### config.mk
export PLATFORM = sky130hd
export DESIGN_NAME = dma_blk_top
export DESIGN_NICKNAME = d
export VERILOG_FILES = /design/src/rtl/dma_blk_pkg.sv /design/src/rtl/dma_blk_buf.sv /design/src/rtl/dma_blk_seq.sv /design/src/rtl/dma_blk_top.sv
export SDC_FILE = /design/constraint.sdc
export NUM_CORES = 1
export LEC_CHECK = 0
export BUFFER_PORTS_ARGS = -buffer_cell sky130_fd_sc_hd__buf_2
export CORE_MARGIN = 2
export CORE_UTILIZATION = 45
export DETAILED_ROUTE_END_ITERATION = 10
export GPL_ROUTABILITY_DRIVEN = 0
export HOLD_SLACK_MARGIN = 0.12
export PLACE_DENSITY = 0.67
export SYNTH_ARGS = -nofsm -noshare
export SYNTH_HDL_FRONTEND = slang
export SYNTH_HIERARCHICAL = 1
export SYNTH_SLANG_ARGS = --single-unit
### constraint.sdc
create_clock -name clk -period 3.85 [get_ports clk]
set_input_delay 0.1925 -clock clk [delete_from_list [all_inputs] [get_ports clk]]
set_output_delay 0.1925 -clock clk [all_outputs]
set_load 0.005 [all_outputs]
### src/rtl/dma_blk_pkg.sv
package dma_blk_pkg;

    localparam int unsigned HW_W      = 16;
    localparam int unsigned BLK_BYTES = 64;
    localparam int unsigned HW_BYTES  = HW_W / 8;
    localparam int unsigned ENTRIES   = BLK_BYTES / HW_BYTES;
    localparam int unsigned IDX_W     = $clog2(ENTRIES);
    localparam int unsigned OFS_W     = $clog2(BLK_BYTES);
    localparam int unsigned SEL_W     = 3;

    typedef enum logic [SEL_W-1:0] {
        RS_CTRL  = 3'd0,
        RS_BASE  = 3'd1,
        RS_COUNT = 3'd2,
        RS_PTR   = 3'd3,
        RS_DATA  = 3'd4
    } reg_sel_e;

    typedef enum logic [2:0] {
        ST_IDLE,
        ST_FILL,
        ST_FLUSH,
        ST_LOAD,
        ST_DRAIN
    } chan_st_e;

    typedef struct packed {
        logic             en;
        logic [IDX_W-1:0] idx;
        logic [HW_W-1:0]  data;
    } buf_wr_t;

    function automatic logic [63:0] blk_floor(input logic [63:0] a);
        return a & ~64'(BLK_BYTES - 1);
    endfunction

endpackage

### src/rtl/dma_blk_buf.sv
module dma_blk_buf
    import dma_blk_pkg::*;
(
    input  logic             clk,
    input  logic             rst,
    input  buf_wr_t          wr,
    input  logic [IDX_W-1:0] ra_idx,
    output logic [HW_W-1:0]  ra_data,
    input  logic [IDX_W-1:0] rb_idx,
    output logic [HW_W-1:0]  rb_data
);

    logic [HW_W-1:0] slot_q [ENTRIES];

    always_ff @(posedge clk) begin
        if (rst) begin
            for (int i = 0; i < int'(ENTRIES); i++) slot_q[i] <= '0;
        end else if (wr.en) begin
            slot_q[wr.idx] <= wr.data;
        end
    end

    assign ra_data = slot_q[ra_idx];
    assign rb_data = slot_q[rb_idx];

endmodule

### src/rtl/dma_blk_seq.sv
module dma_blk_seq
    import dma_blk_pkg::*;
#(
    parameter int unsigned ADDR_W = 32,
    parameter int unsigned CNT_W  = 16
) (
    input  logic              clk,
    input  logic              rst,
    input  logic              start,
    input  logic              start_p2m,
    input  logic              base_wr,
    input  logic [ADDR_W-1:0] base_val,
    input  logic              cnt_wr,
    input  logic [CNT_W-1:0]  cnt_val,
    input  logic              ptr_wr,
    input  logic [OFS_W-1:0]  ptr_val,
    input  logic              cpu_push,
    input  logic              cpu_pop,
    input  logic [HW_W-1:0]   cpu_data,
    input  logic              halt,
    input  logic              in_valid,
    input  logic [HW_W-1:0]   in_data,
    output logic              in_ready,
    output logic              out_valid,
    input  logic              out_ready,
    output logic              mem_req,
    output logic              mem_we,
    output logic [ADDR_W-1:0] mem_addr,
    input  logic              mem_ack,
    input  logic [HW_W-1:0]   mem_rdata,
    input  logic [HW_W-1:0]   ra_data,
    output buf_wr_t           buf_wr,
    output logic [IDX_W-1:0]  ra_idx,
    output logic [IDX_W-1:0]  rb_idx,
    output logic [OFS_W-1:0]  ptr_o,
    output logic [ADDR_W-1:0] base_o,
    output logic [CNT_W-1:0]  cnt_o,
    output logic              busy,
    output logic              done
);

    localparam logic [IDX_W-1:0] LAST = IDX_W'(ENTRIES - 1);
    localparam logic [ADDR_W-1:0] BLK_STEP = ADDR_W'(BLK_BYTES);

    chan_st_e          st_q;
    logic [IDX_W-1:0]  pidx_q;
    logic [IDX_W-1:0]  beat_q;
    logic [ADDR_W-1:0] base_q;
    logic [CNT_W-1:0]  cnt_q;
    logic              done_q;
    logic              halt_pend_q;

    wire fill_take  = (st_q == ST_FILL) && in_valid && !halt;
    wire drain_take = out_valid && out_ready;
    wire idle       = (st_q == ST_IDLE);

    always_comb begin
        in_ready  = (st_q == ST_FILL) && !halt;
        out_valid = (st_q == ST_DRAIN) && !halt && !halt_pend_q;
        mem_req   = (st_q == ST_FLUSH) || (st_q == ST_LOAD);
        mem_we    = (st_q == ST_FLUSH);
        mem_addr  = base_q + ADDR_W'({beat_q, 1'b0});
        ra_idx    = pidx_q;
        rb_idx    = beat_q;
        buf_wr    = '0;
        if (idle && cpu_push) begin
            buf_wr.en   = 1'b1;
            buf_wr.idx  = pidx_q;
            buf_wr.data = cpu_data;
        end else if (fill_take) begin
            buf_wr.en   = 1'b1;
            buf_wr.idx  = pidx_q;
            buf_wr.data = in_data;
        end else if ((st_q == ST_LOAD) && mem_ack) begin
            buf_wr.en   = 1'b1;
            buf_wr.idx  = beat_q;
            buf_wr.data = mem_rdata;
        end
    end

    always_ff @(posedge clk) begin
        if (rst) begin
            st_q        <= ST_IDLE;
            pidx_q      <= '0;
            beat_q      <= '0;
            base_q      <= '0;
            cnt_q       <= '0;
            done_q      <= 1'b0;
            halt_pend_q <= 1'b0;
        end else begin
            unique case (st_q)
                ST_IDLE: begin
                    if (base_wr) base_q <= ADDR_W'(blk_floor(64'(base_val)));
                    if (cnt_wr) cnt_q <= cnt_val;
                    if (ptr_wr) pidx_q <= ptr_val[OFS_W-1:1];
                    else if (cpu_push || cpu_pop) pidx_q <= pidx_q + 1'b1;
                    if (start) begin
                        halt_pend_q <= 1'b0;
                        beat_q      <= '0;
                        if (cnt_q == '0) begin
                            done_q <= 1'b1;
                        end else begin
                            done_q <= 1'b0;
                            st_q   <= start_p2m ? ST_FILL : ST_LOAD;
                        end
                    end
                end
                ST_FILL: begin
                    if (halt) begin
                        st_q   <= ST_IDLE;
                        done_q <= 1'b1;
                    end else if (fill_take) begin
                        pidx_q <= pidx_q + 1'b1;
                        if (pidx_q == LAST) begin
                            st_q   <= ST_FLUSH;
                            beat_q <= '0;
                        end
                    end
                end
                ST_FLUSH: begin
                    if (halt) halt_pend_q <= 1'b1;
                    if (mem_ack) begin
                        beat_q <= beat_q + 1'b1;
                        if (beat_q == LAST) begin
                            base_q <= base_q + BLK_STEP;
                            cnt_q  <= cnt_q - 1'b1;
                            if (cnt_q == CNT_W'(1) || halt_pend_q || halt) begin
                                st_q   <= ST_IDLE;
                                done_q <= 1'b1;
                            end else begin
                                st_q <= ST_FILL;
                            end
                        end
                    end
                end
                ST_LOAD: begin
                    if (halt) halt_pend_q <= 1'b1;
                    if (mem_ack) begin
                        beat_q <= beat_q + 1'b1;
                        if (beat_q == LAST) begin
                            cnt_q <= cnt_q - 1'b1;
                            if (halt_pend_q || halt) begin
                                st_q   <= ST_IDLE;
                                done_q <= 1'b1;
                            end else begin
                                st_q <= ST_DRAIN;
                            end
                        end
                    end
                end
                ST_DRAIN: begin
                    if (halt || halt_pend_q) begin
                        st_q   <= ST_IDLE;
                        done_q <= 1'b1;
                    end else if (drain_take) begin
                        pidx_q <= pidx_q + 1'b1;
                        if (pidx_q == LAST) begin
                            base_q <= base_q + BLK_STEP;
                            beat_q <= '0;
                            if (cnt_q == '0) begin
                                st_q   <= ST_IDLE;
                                done_q <= 1'b1;
                            end else begin
                                st_q <= ST_LOAD;
                            end
                        end
                    end
                end
                default: st_q <= ST_IDLE;
            endcase
        end
    end

    assign ptr_o  = {pidx_q, 1'b0};
    assign base_o = base_q;
    assign cnt_o  = cnt_q;
    assign busy   = !idle;
    assign done   = done_q;

    // a pending beat holds its address and direction
    p_req_hold_r11: assert property (@(posedge clk) disable iff (rst)
        (mem_req && !mem_ack) |=> (mem_req && $stable(mem_addr) && $stable(mem_we)));

    // an offered word not taken stays unchanged
    p_out_hold_r7: assert property (@(posedge clk) disable iff (rst)
        (out_valid && !out_ready && !halt) |=> $stable(ra_data));

    // the finished flag is only seen while idle
    p_done_idle_r5: assert property (@(posedge clk) disable iff (rst)
        done_q |-> (st_q == ST_IDLE));

    // a block write-out always follows a completely filled buffer
    p_flush_full_r4: assert property (@(posedge clk) disable iff (rst)
        (st_q == ST_FLUSH) |-> (pidx_q == '0));

    // a start with zero count never leaves idle
    p_zero_start_r9: assert property (@(posedge clk) disable iff (rst)
        (idle && start && cnt_q == '0 && !cnt_wr) |=> !mem_req && !in_ready);

endmodule

### src/rtl/dma_blk_top.sv
module dma_blk_top
    import dma_blk_pkg::*;
#(
    parameter int unsigned ADDR_W = 32,
    parameter int unsigned CNT_W  = 16,
    parameter int unsigned CPU_W  = 32
) (
    input  logic              clk,
    input  logic              rst,
    input  logic              cpu_wr,
    input  logic              cpu_rd,
    input  logic [2:0]        cpu_addr,
    input  logic [CPU_W-1:0]  cpu_wdata,
    output logic [CPU_W-1:0]  cpu_rdata,
    output logic              mem_req,
    output logic              mem_we,
    output logic [ADDR_W-1:0] mem_addr,
    output logic [15:0]       mem_wdata,
    input  logic [15:0]       mem_rdata,
    input  logic              mem_ack,
    input  logic              in_valid,
    input  logic [15:0]       in_data,
    output logic              in_ready,
    output logic              out_valid,
    output logic [15:0]       out_data,
    input  logic              out_ready,
    input  logic              halt,
    output logic              xfer_done
);

    reg_sel_e          sel;
    logic              busy;
    logic              dir_q;
    logic [OFS_W-1:0]  ptr_cur;
    logic [ADDR_W-1:0] base_cur;
    logic [CNT_W-1:0]  cnt_cur;
    logic [HW_W-1:0]   ra_data;
    logic [HW_W-1:0]   rb_data;
    logic [IDX_W-1:0]  ra_idx;
    logic [IDX_W-1:0]  rb_idx;
    buf_wr_t           buf_wr;

    assign sel = reg_sel_e'(cpu_addr);

    wire wr_ok   = cpu_wr && !busy;
    wire do_strt = wr_ok && (sel == RS_CTRL) && cpu_wdata[0];
    wire do_base = wr_ok && (sel == RS_BASE);
    wire do_cnt  = wr_ok && (sel == RS_COUNT);
    wire do_ptr  = wr_ok && (sel == RS_PTR);
    wire do_push = wr_ok && (sel == RS_DATA);
    wire do_pop  = cpu_rd && !busy && (sel == RS_DATA);

    always_ff @(posedge clk) begin
        if (rst) dir_q <= 1'b0;
        else if (wr_ok && sel == RS_CTRL) dir_q <= cpu_wdata[1];
    end

    always_comb begin
        unique case (sel)
            RS_CTRL:  cpu_rdata = CPU_W'({dir_q, xfer_done, busy});
            RS_BASE:  cpu_rdata = CPU_W'(base_cur);
            RS_COUNT: cpu_rdata = CPU_W'(cnt_cur);
            RS_PTR:   cpu_rdata = CPU_W'(ptr_cur);
            RS_DATA:  cpu_rdata = CPU_W'(ra_data);
            default:  cpu_rdata = '0;
        endcase
    end

    dma_blk_buf u_buf (
        .clk     (clk),
        .rst     (rst),
        .wr      (buf_wr),
        .ra_idx  (ra_idx),
        .ra_data (ra_data),
        .rb_idx  (rb_idx),
        .rb_data (rb_data)
    );

    dma_blk_seq #(
        .ADDR_W (ADDR_W),
        .CNT_W  (CNT_W)
    ) u_seq (
        .clk       (clk),
        .rst       (rst),
        .start     (do_strt),
        .start_p2m (cpu_wdata[1]),
        .base_wr   (do_base),
        .base_val  (cpu_wdata[ADDR_W-1:0]),
        .cnt_wr    (do_cnt),
        .cnt_val   (cpu_wdata[CNT_W-1:0]),
        .ptr_wr    (do_ptr),
        .ptr_val   (cpu_wdata[OFS_W-1:0]),
        .cpu_push  (do_push),
        .cpu_pop   (do_pop),
        .cpu_data  (cpu_wdata[HW_W-1:0]),
        .halt      (halt),
        .in_valid  (in_valid),
        .in_data   (in_data),
        .in_ready  (in_ready),
        .out_valid (out_valid),
        .out_ready (out_ready),
        .mem_req   (mem_req),
        .mem_we    (mem_we),
        .mem_addr  (mem_addr),
        .mem_ack   (mem_ack),
        .mem_rdata (mem_rdata),
        .ra_data   (ra_data),
        .buf_wr    (buf_wr),
        .ra_idx    (ra_idx),
        .rb_idx    (rb_idx),
        .ptr_o     (ptr_cur),
        .base_o    (base_cur),
        .cnt_o     (cnt_cur),
        .busy      (busy),
        .done      (xfer_done)
    );

    assign mem_wdata = rb_data;
    assign out_data  = ra_data;

    // the pointer reported to software is always halfword aligned
    p_ptr_even_r3: assert property (@(posedge clk) disable iff (rst)
        (cpu_rd && sel == RS_PTR) |-> (cpu_rdata[0] == 1'b0));

    // a data push while busy leaves the pointer where it was
    p_busy_push_r10: assert property (@(posedge clk) disable iff (rst)
        (cpu_wr && busy && sel == RS_DATA && !in_ready && !out_valid) |=> $stable(ptr_cur));

endmodule

==> summary.txt, run 1 <==
Count of antenna-violating nets left after detailed routing: 0
Die height: 276 microns
Detail-routed net length per standard cell: 28.0 microns
Total of warnings raised by yosys: 6
Upper clock frequency limit: 259 MHz
Unrepaired setup endpoints after global routing: false
Vias per Instance: 6.38
Critical path data arrival time: 3.66 ns
Share of post-route cells with drive strength above 1: 0.156
Type of the worst min-delay path: input port to flip-flop
Via count: 26,269
Count of port buffers added during placement: 174
Initial antenna violation count: 10
CP required: 3.66 ns
# Max-Cap Violations: 0
Count of mapped cells out of synthesis: 3,019
CTS Root Cell: sky130_fd_sc_hd__clkbuf_16
First drt pass iteration count: 8
Status: finished with violations
Congestion Overflow GR: 0
FF+latch count, synth: 570
Setup skew after layout: 0.0349 ns
Proportion of netlist area held by the largest area contributor: 0.461
Core region area: 0.0732 sq mm
Largest net degree at the start of global routing: 103
Number of levels in the clock H-tree: 3
Area leader, netlist: sky130_fd_sc_hd__edfxtp_1
DP HPWL: 75.0 mm
Startpoint-to-endpoint class of the critical path: flip-flop to primary output
Clk_lat worst skew: 0.61 ns
Count of distinct cell types in the synthesized netlist: 86
Die W: 276 microns
Boundary Pins: 176
FFs w/ async S/R, synth: 0
CTS clock-pin slew for the worst setup and hold paths: 0.06 ns
Final total negative setup slack: -0.00904 ns
Min cycle time layout: 3.85 ns
Number of hold violations in the final report: 0
Clock Path Buffers: 3
Lkg Pwr: 13.3 nW
Clock sink count: 570
Total Die Area: 0.0763 sq mm
Final WS setup: -0.00472 ns
Areal power density over the cells: 402 mW/mm^2
Setup-violating endpoint count in the final report: 2
Mean Syn Cell Area: 11.0 sq um
Post-synthesis instance area: 0.0334 sq mm
Biggest area contributors in the synthesized netlist: sky130_fd_sc_hd__edfxtp_1, sky130_fd_sc_hd__mux2i_1, sky130_fd_sc_hd__and2_1
1st-iter DRT viols: 3,775
Actual slew at the worst max-slew pin: 1.19 ns
Share of the clock period used by the worst path after layout: 1.00
Synthesis-to-layout area growth: 12.3%
Non-Filler Instances: 4,115
Cell total after placement: 3,956
Seq/Total Area, Yosys: 0.496
Final slew viol count: 0
Maximum VDD drop: 0.363 mV
Relative slew slack: 0.207
Overall routed net length: 115 mm
Clock buffer count from CTS: 66
Launching element type of the critical path: flip-flop
Highest net fanout along the worst path: 18
TritonCTS clock tree: built
Combined global-route utilization of all metal layers: 0.293
Commonest cells in the synthesized netlist: sky130_fd_sc_hd__mux2i_1, sky130_fd_sc_hd__edfxtp_1, sky130_fd_sc_hd__and2_1
Top_reg_cell synth: sky130_fd_sc_hd__edfxtp_1
DRC violations left: 0
Initial Util: 0.456
Post-synth EDFFs: 512
Wire length of the first global-routing pass: 168 mm
Filler cell count: 6,279
Critical path capture point type: primary output
Violated checks: negative setup slack
Layout net count: 3,187
Most common cell in the synthesized netlist: sky130_fd_sc_hd__mux2i_1
Vias in the first global route: 25,458
Row cnt: 99
[timing repair]
action                                  in CTS  in global routing
hold buffers                                37                  0
buffers inserted                             2                  0
cloned                                       1                  0
endpoints found under the setup margin       7                 27
endpoints found under the hold margin       54                  0
gates resized for setup                      2                  5
[worst max-delay path, cell delays in order (launching register included)]
cell and delay, ns:
sky130_fd_sc_hd__dfxtp_1 0.51, sky130_fd_sc_hd__nor2_4 0.64, sky130_fd_sc_hd__a22o_1 0.38, sky130_fd_sc_hd__nor3_1 0.14, sky130_fd_sc_hd__a31oi_1 0.52, sky130_fd_sc_hd__nand3_1 0.34, sky130_fd_sc_hd__a22oi_1 0.26, sky130_fd_sc_hd__o22ai_1 0.11
sky130_fd_sc_hd__buf_2 0.14
[sequential cells by signal (all words and copies together), names as in the netlist]
| signal | cells |
|---|---|
| u_seq/base_o | 26 |
| u_seq/ra_idx | 5 |
| u_buf/slot_q | 512 |
| u_seq/cnt_o | 16 |
| u_seq/done | 1 |
| u_seq/halt_pend_q | 1 |
| u_seq/rb_idx | 5 |
| u_seq/st_q | 3 |
| dir_q | 1 |
[logic make-up (layout without fill, tap and decap cells)]
logic type               count (synthesis)  after routing  synth area share
flip-flops                             570            570             0.496
buffers and inverters                  320            448            0.0493
adder cells (fa/ha/maj)                  7              7           0.00263
AND/OR/NAND/NOR                       1074           1075             0.186
multiplexers                           523            523             0.157
other                                    1              9          0.000112
XOR/XNOR                                 3              3          0.000788
AO/OA/AOI/OAI                          521            521             0.108
[power by group]
part	switching, mW	internal, mW	leakage (nW)	total [mW]
clock	2.56	3.89	1.07	6.45
sequential	0.153	6.93	5.76	7.08
combinational	0.984	0.529	6.51	1.51
total	3.69	11.3	13.3	15.0
[per-stage QoR]
stage	power [mW]	util	setup WS [ns]	hold WS [ns]	area (sq um)
final	15.0	0.511	-0.00472	0.237	37400
after global routing	15.4	0.511	0.0137	0.245	37400
after CTS	15.0	0.511	0.0370	0.193	37400
after detailed placement	8.62	0.475	0.287	0.470	34800
after global placement	8.59	0.475	0.439	0.467	34800
after floorplan	8.04	-	0.402	0.262	33400
[cell type report]
cell class,instances,area [sq um],share of cell area
Clock buffer,84,1830,0.0488
Tap cell,959,1200,0.0320
Inverter,12,50.0,0.00134
Clock inverter,34,374,0.00999
Multi-Input combinational cell,2137,15300,0.408
Sequential cell,570,16500,0.442
Timing Repair Buffer,318,2170,0.0580
Antenna cell,1,2.50,0.0000668
[routing by layer]
metal,part of all wire,global-route usage,vias up
li1,-,-,11267
met1,0.39,0.383,12954
met2,0.45,0.454,1690
met3,0.11,0.0639,358
met4,0.058,0.162,0
met5,0,0,-
[final timing paths]
kind | startpoint | to | slack [ns] | depth (start not counted)
min reg2reg | u_seq/cnt_o[12] | u_seq/cnt_o[12] | 0.51 | 2
max | u_seq/ra_idx[2] | cpu_rdata[0] | -0.005 | 8
min | in_valid | u_seq/st_q[1] | 0.24 | 5
max reg2reg | u_seq/st_q[2] | u_buf/slot_q[9][7] | 0.31 | 10
[layout by cell type, fill, tap and decap left out, types with 41 or more instances in the layout]
master and count:
sky130_fd_sc_hd__dfxtp_1 55, sky130_fd_sc_hd__a31oi_1 41, sky130_fd_sc_hd__mux2i_1 520, sky130_fd_sc_hd__and2_1 504
sky130_fd_sc_hd__a22o_1 71, sky130_fd_sc_hd__a21oi_1 110, sky130_fd_sc_hd__edfxtp_1 512, sky130_fd_sc_hd__nand2_1 168
sky130_fd_sc_hd__a22oi_1 166, sky130_fd_sc_hd__buf_2 174, sky130_fd_sc_hd__nor3_1 44, sky130_fd_sc_hd__nand3_1 90
sky130_fd_sc_hd__buf_4 98, sky130_fd_sc_hd__clkbuf_16 71, sky130_fd_sc_hd__nor2_1 67
Power figures use the tool's default switching activity.
==> inputs of run 2 (changes only) <==
--- a/config.mk
+++ b/config.mk
@@ -6,12 +6,14 @@
 export NUM_CORES = 1
 export LEC_CHECK = 0
 export BUFFER_PORTS_ARGS = -buffer_cell sky130_fd_sc_hd__buf_2
+export CELL_PAD_IN_SITES_DETAIL_PLACEMENT = 1
+export CELL_PAD_IN_SITES_GLOBAL_PLACEMENT = 1
 export CORE_MARGIN = 2
 export CORE_UTILIZATION = 45
 export DETAILED_ROUTE_END_ITERATION = 10
 export GPL_ROUTABILITY_DRIVEN = 0
 export HOLD_SLACK_MARGIN = 0.12
-export PLACE_DENSITY = 0.67
+export PLACE_DENSITY = 0.79
 export SYNTH_ARGS = -nofsm -noshare
 export SYNTH_HDL_FRONTEND = slang
 export SYNTH_HIERARCHICAL = 1
==> summary.txt, run 2 (synthesized netlist as in run 1, its figures left out) <==
Count of antenna-violating nets left after detailed routing: 0 (unchanged)
Capturing point of the worst reg2reg path: u_buf/slot_q[15][8] (was u_buf/slot_q[9][7])
# Max-Cap Violations: 0 (unchanged)
Min cycle time layout: 3.91 ns (was 3.85 ns)
Status: finished with violations (unchanged)
Initial antenna violation count: 10 (unchanged)
Beginning of the worst register-to-register path: u_seq/st_q[1] (was u_seq/st_q[2])
Terminating pin of the worst hold path: u_seq/st_q[2] (was u_seq/st_q[1])
Die height: 276 microns (unchanged)
Die W: 276 microns (unchanged)
Synthesis-to-layout area growth: 12.3% (about the same)
Upper clock frequency limit: 256 MHz (was 259 MHz)
Highest net fanout along the worst path: 13 (was 18)
Boundary Pins: 176 (unchanged)
Worst hold slack: 0.226 ns (was 0.237 ns)
Final design area excluding fillers: 0.0375 sq mm (was 0.0374 sq mm)
Actual slew at the worst max-slew pin: 1.30 ns (was 1.19 ns)
Final slew viol count: 0 (unchanged)
Largest net degree at the start of global routing: 93 (was 103)
1st-iter DRT viols: 3,624 (was 3,775)
Number of levels in the clock H-tree: 3 (unchanged)
CTS clock-pin slew for the worst setup and hold paths: 0.06 ns (about the same)
Total Die Area: 0.0763 sq mm (unchanged)
Filler cell count: 7,783 (was 6,279)
CTS Root Cell: sky130_fd_sc_hd__clkbuf_16 (unchanged)
Critical path data arrival time: 3.72 ns (was 3.66 ns)
Cell depth of the worst hold path: 5 (unchanged)
CP required: 3.66 ns (about the same)
Clock buffer count from CTS: 66 (unchanged)
Final WS setup: -0.0600 ns (was -0.00472 ns)
First drt pass iteration count: 6 (was 8)
Wire length of the first global-routing pass: 184 mm (was 168 mm)
Flip-flop count of the largest register after layout: 512 (unchanged)
Unrepaired setup endpoints after global routing: false (unchanged)
Via count: 27,199 (was 26,269)
Layout net count: 3,208 (was 3,187)
Share of post-route cells with drive strength above 1: 0.160 (was 0.156)
R2R setup slack: 0.24 ns (was 0.31 ns)
DRC violations left: 0 (unchanged)
Clock Path Buffers: 3 (unchanged)
Register with the most flip-flops: u_buf/slot_q (unchanged)
Type of the worst min-delay path: input port to flip-flop (unchanged)
Most common library cell in the layout ignoring fill and taps: sky130_fd_sc_hd__mux2i_1 (unchanged)
Tot Pwr: 14.7 mW (was 15.0 mW)
Highest-utilization routing layer at the global route stage: met2 (unchanged)
DP HPWL: 85.4 mm (was 75.0 mm)
Maximum VDD drop: 0.322 mV (was 0.363 mV)
Congestion Overflow GR: 0 (unchanged)
Cells on worst reg2reg path: 10 (unchanged)
Critical path capture point type: primary output (unchanged)
Cell total after placement: 3,975 (was 3,956)
Instance area at placement: 0.0350 sq mm (was 0.0348 sq mm)
Combined global-route utilization of all metal layers: 0.323 (was 0.293)
Initial Util: 0.456 (unchanged)
Global routing met1 resource utilization: 0.426 (was 0.383)
TritonCTS clock tree: built (unchanged)
Clock sink count: 570 (unchanged)
Setup-violating endpoint count in the final report: 4 (was 2)
Setup skew after layout: 0.0258 ns (was 0.0349 ns)
Violated checks: negative setup slack (unchanged)
Areal power density over the cells: 392 mW/mm^2 (was 402 mW/mm^2)
Startpoint-to-endpoint class of the critical path: flip-flop to primary output (unchanged)
Placement-stage worst setup slack: 0.264 ns (was 0.287 ns)
Count of port buffers added during placement: 174 (unchanged)
Non-Filler Instances: 4,142 (was 4,115)
Overall routed net length: 127 mm (was 115 mm)
Commonest cells after routing, fill and taps aside: sky130_fd_sc_hd__mux2i_1, sky130_fd_sc_hd__edfxtp_1, sky130_fd_sc_hd__and2_1, sky130_fd_sc_hd__buf_2, sky130_fd_sc_hd__nand2_1 (unchanged)
GR Layer Usage met2: 0.519 (was 0.454)
Share of the clock period used by the worst path after layout: 1.02 (was 1.00)
Detail-routed net length per standard cell: 30.6 microns (was 28.0 microns)
Lkg Pwr: 13.4 nW (was 13.3 nW)
Launching element type of the critical path: flip-flop (unchanged)
Met3 Track Usage GR: 0.0574 (was 0.0639)
Clk_lat worst skew: 0.61 ns (about the same)
Core region area: 0.0732 sq mm (unchanged)
Number of hold violations in the final report: 0 (unchanged)
Row cnt: 99 (unchanged)
Relative slew slack: 0.130 (was 0.207)
Hold_sp: in_valid (unchanged)
Vias per Instance: 6.57 (was 6.38)
Vias in the first global route: 27,533 (was 25,458)
-- run 2: cell count changes in the layout (fill, tap and decap cells not counted), sizes merged --
| cell | delta |
|---|---|
| buf | +22 |
| diode | +8 |
| bufinv | -6 |
| clkbuf | +5 |
| clkinvlp | -2 |
| clkinv | +1 |
| nor2b | -1 |
-- run 2: report_power, final --
part | internal, mW | switching [mW]
clock network | 3.42 | 2.55
logic | 0.563 | 1.05
registers | 6.93 | 0.173
-- run 2: area by class of cell --
type	instances	area, sq um	share of cell area
clock buffer	89	1810	0.0484
timing repair buffer	340	2360	0.0629
clock inverter	27	176	0.00471
inverter	12	50.0	0.00134
multi-input combinational	2136	15300	0.408
sequential	570	16500	0.442
antenna	9	22.5	0.000601
tap	959	1200	0.0320
-- run 2: what timing repair did --
| action | 4_1_cts | 5_1_grt |
|---|---|---|
| setup endpoints to repair | 10 | 26 |
| gates cloned | 0 | 0 |
| endpoints found under the hold margin | 55 | 0 |
| resized for setup | 5 | 5 |
| buffers inserted | 5 | 0 |
| hold buffers | 37 | 0 |
-- run 2: worst max-delay path, stage by stage (launching register included) --
cell	delay [ns]
sky130_fd_sc_hd__dfxtp_4	0.64
sky130_fd_sc_hd__buf_6	0.27
sky130_fd_sc_hd__mux2i_1	0.11
sky130_fd_sc_hd__a22o_1	0.28
sky130_fd_sc_hd__nor3_1	0.52
sky130_fd_sc_hd__a31oi_1	0.10
sky130_fd_sc_hd__buf_4	0.20
sky130_fd_sc_hd__nand3_1	0.18
sky130_fd_sc_hd__buf_4	0.17
sky130_fd_sc_hd__a22oi_1	0.11
sky130_fd_sc_hd__o21ai_0	0.34
sky130_fd_sc_hd__buf_2	0.20
-- run 2: routing by layer --
layer | vias to the layer above | share of wire
met5 | - | 0.00010
met4 | 2 | 0.050
met3 | 374 | 0.093
met2 | 1749 | 0.46
met1 | 13740 | 0.39
li1 | 11334 | -
-- run 2: how the worst max path moves through the flow --
stage / to / cells after the start / slack [ns] / start
floorplan: u_buf/slot_q[5][0] / 12 / 0.40 / u_seq/st_q[2]
global placement: u_buf/slot_q[17][15] / 10 / 0.44 / u_seq/st_q[1]
detailed placement: u_buf/slot_q[17][13] / 10 / 0.26 / u_seq/st_q[1]
CTS: cpu_rdata[14] / 9 / 0.009 / u_seq/ra_idx[1]
global route: cpu_rdata[8] / 11 / 0.02 / u_seq/ra_idx[1]
finish: cpu_rdata[8] / 11 / -0.06 / u_seq/ra_idx[1]
-- run 2: through the flow --
stage / TNS [ns] / utilization
after floorplan: 0 / -
after global placement: 0 / 0.478
after detailed placement: 0 / 0.478
after CTS: 0 / 0.511
after global routing: 0 / 0.511
final: -0.154 / 0.512
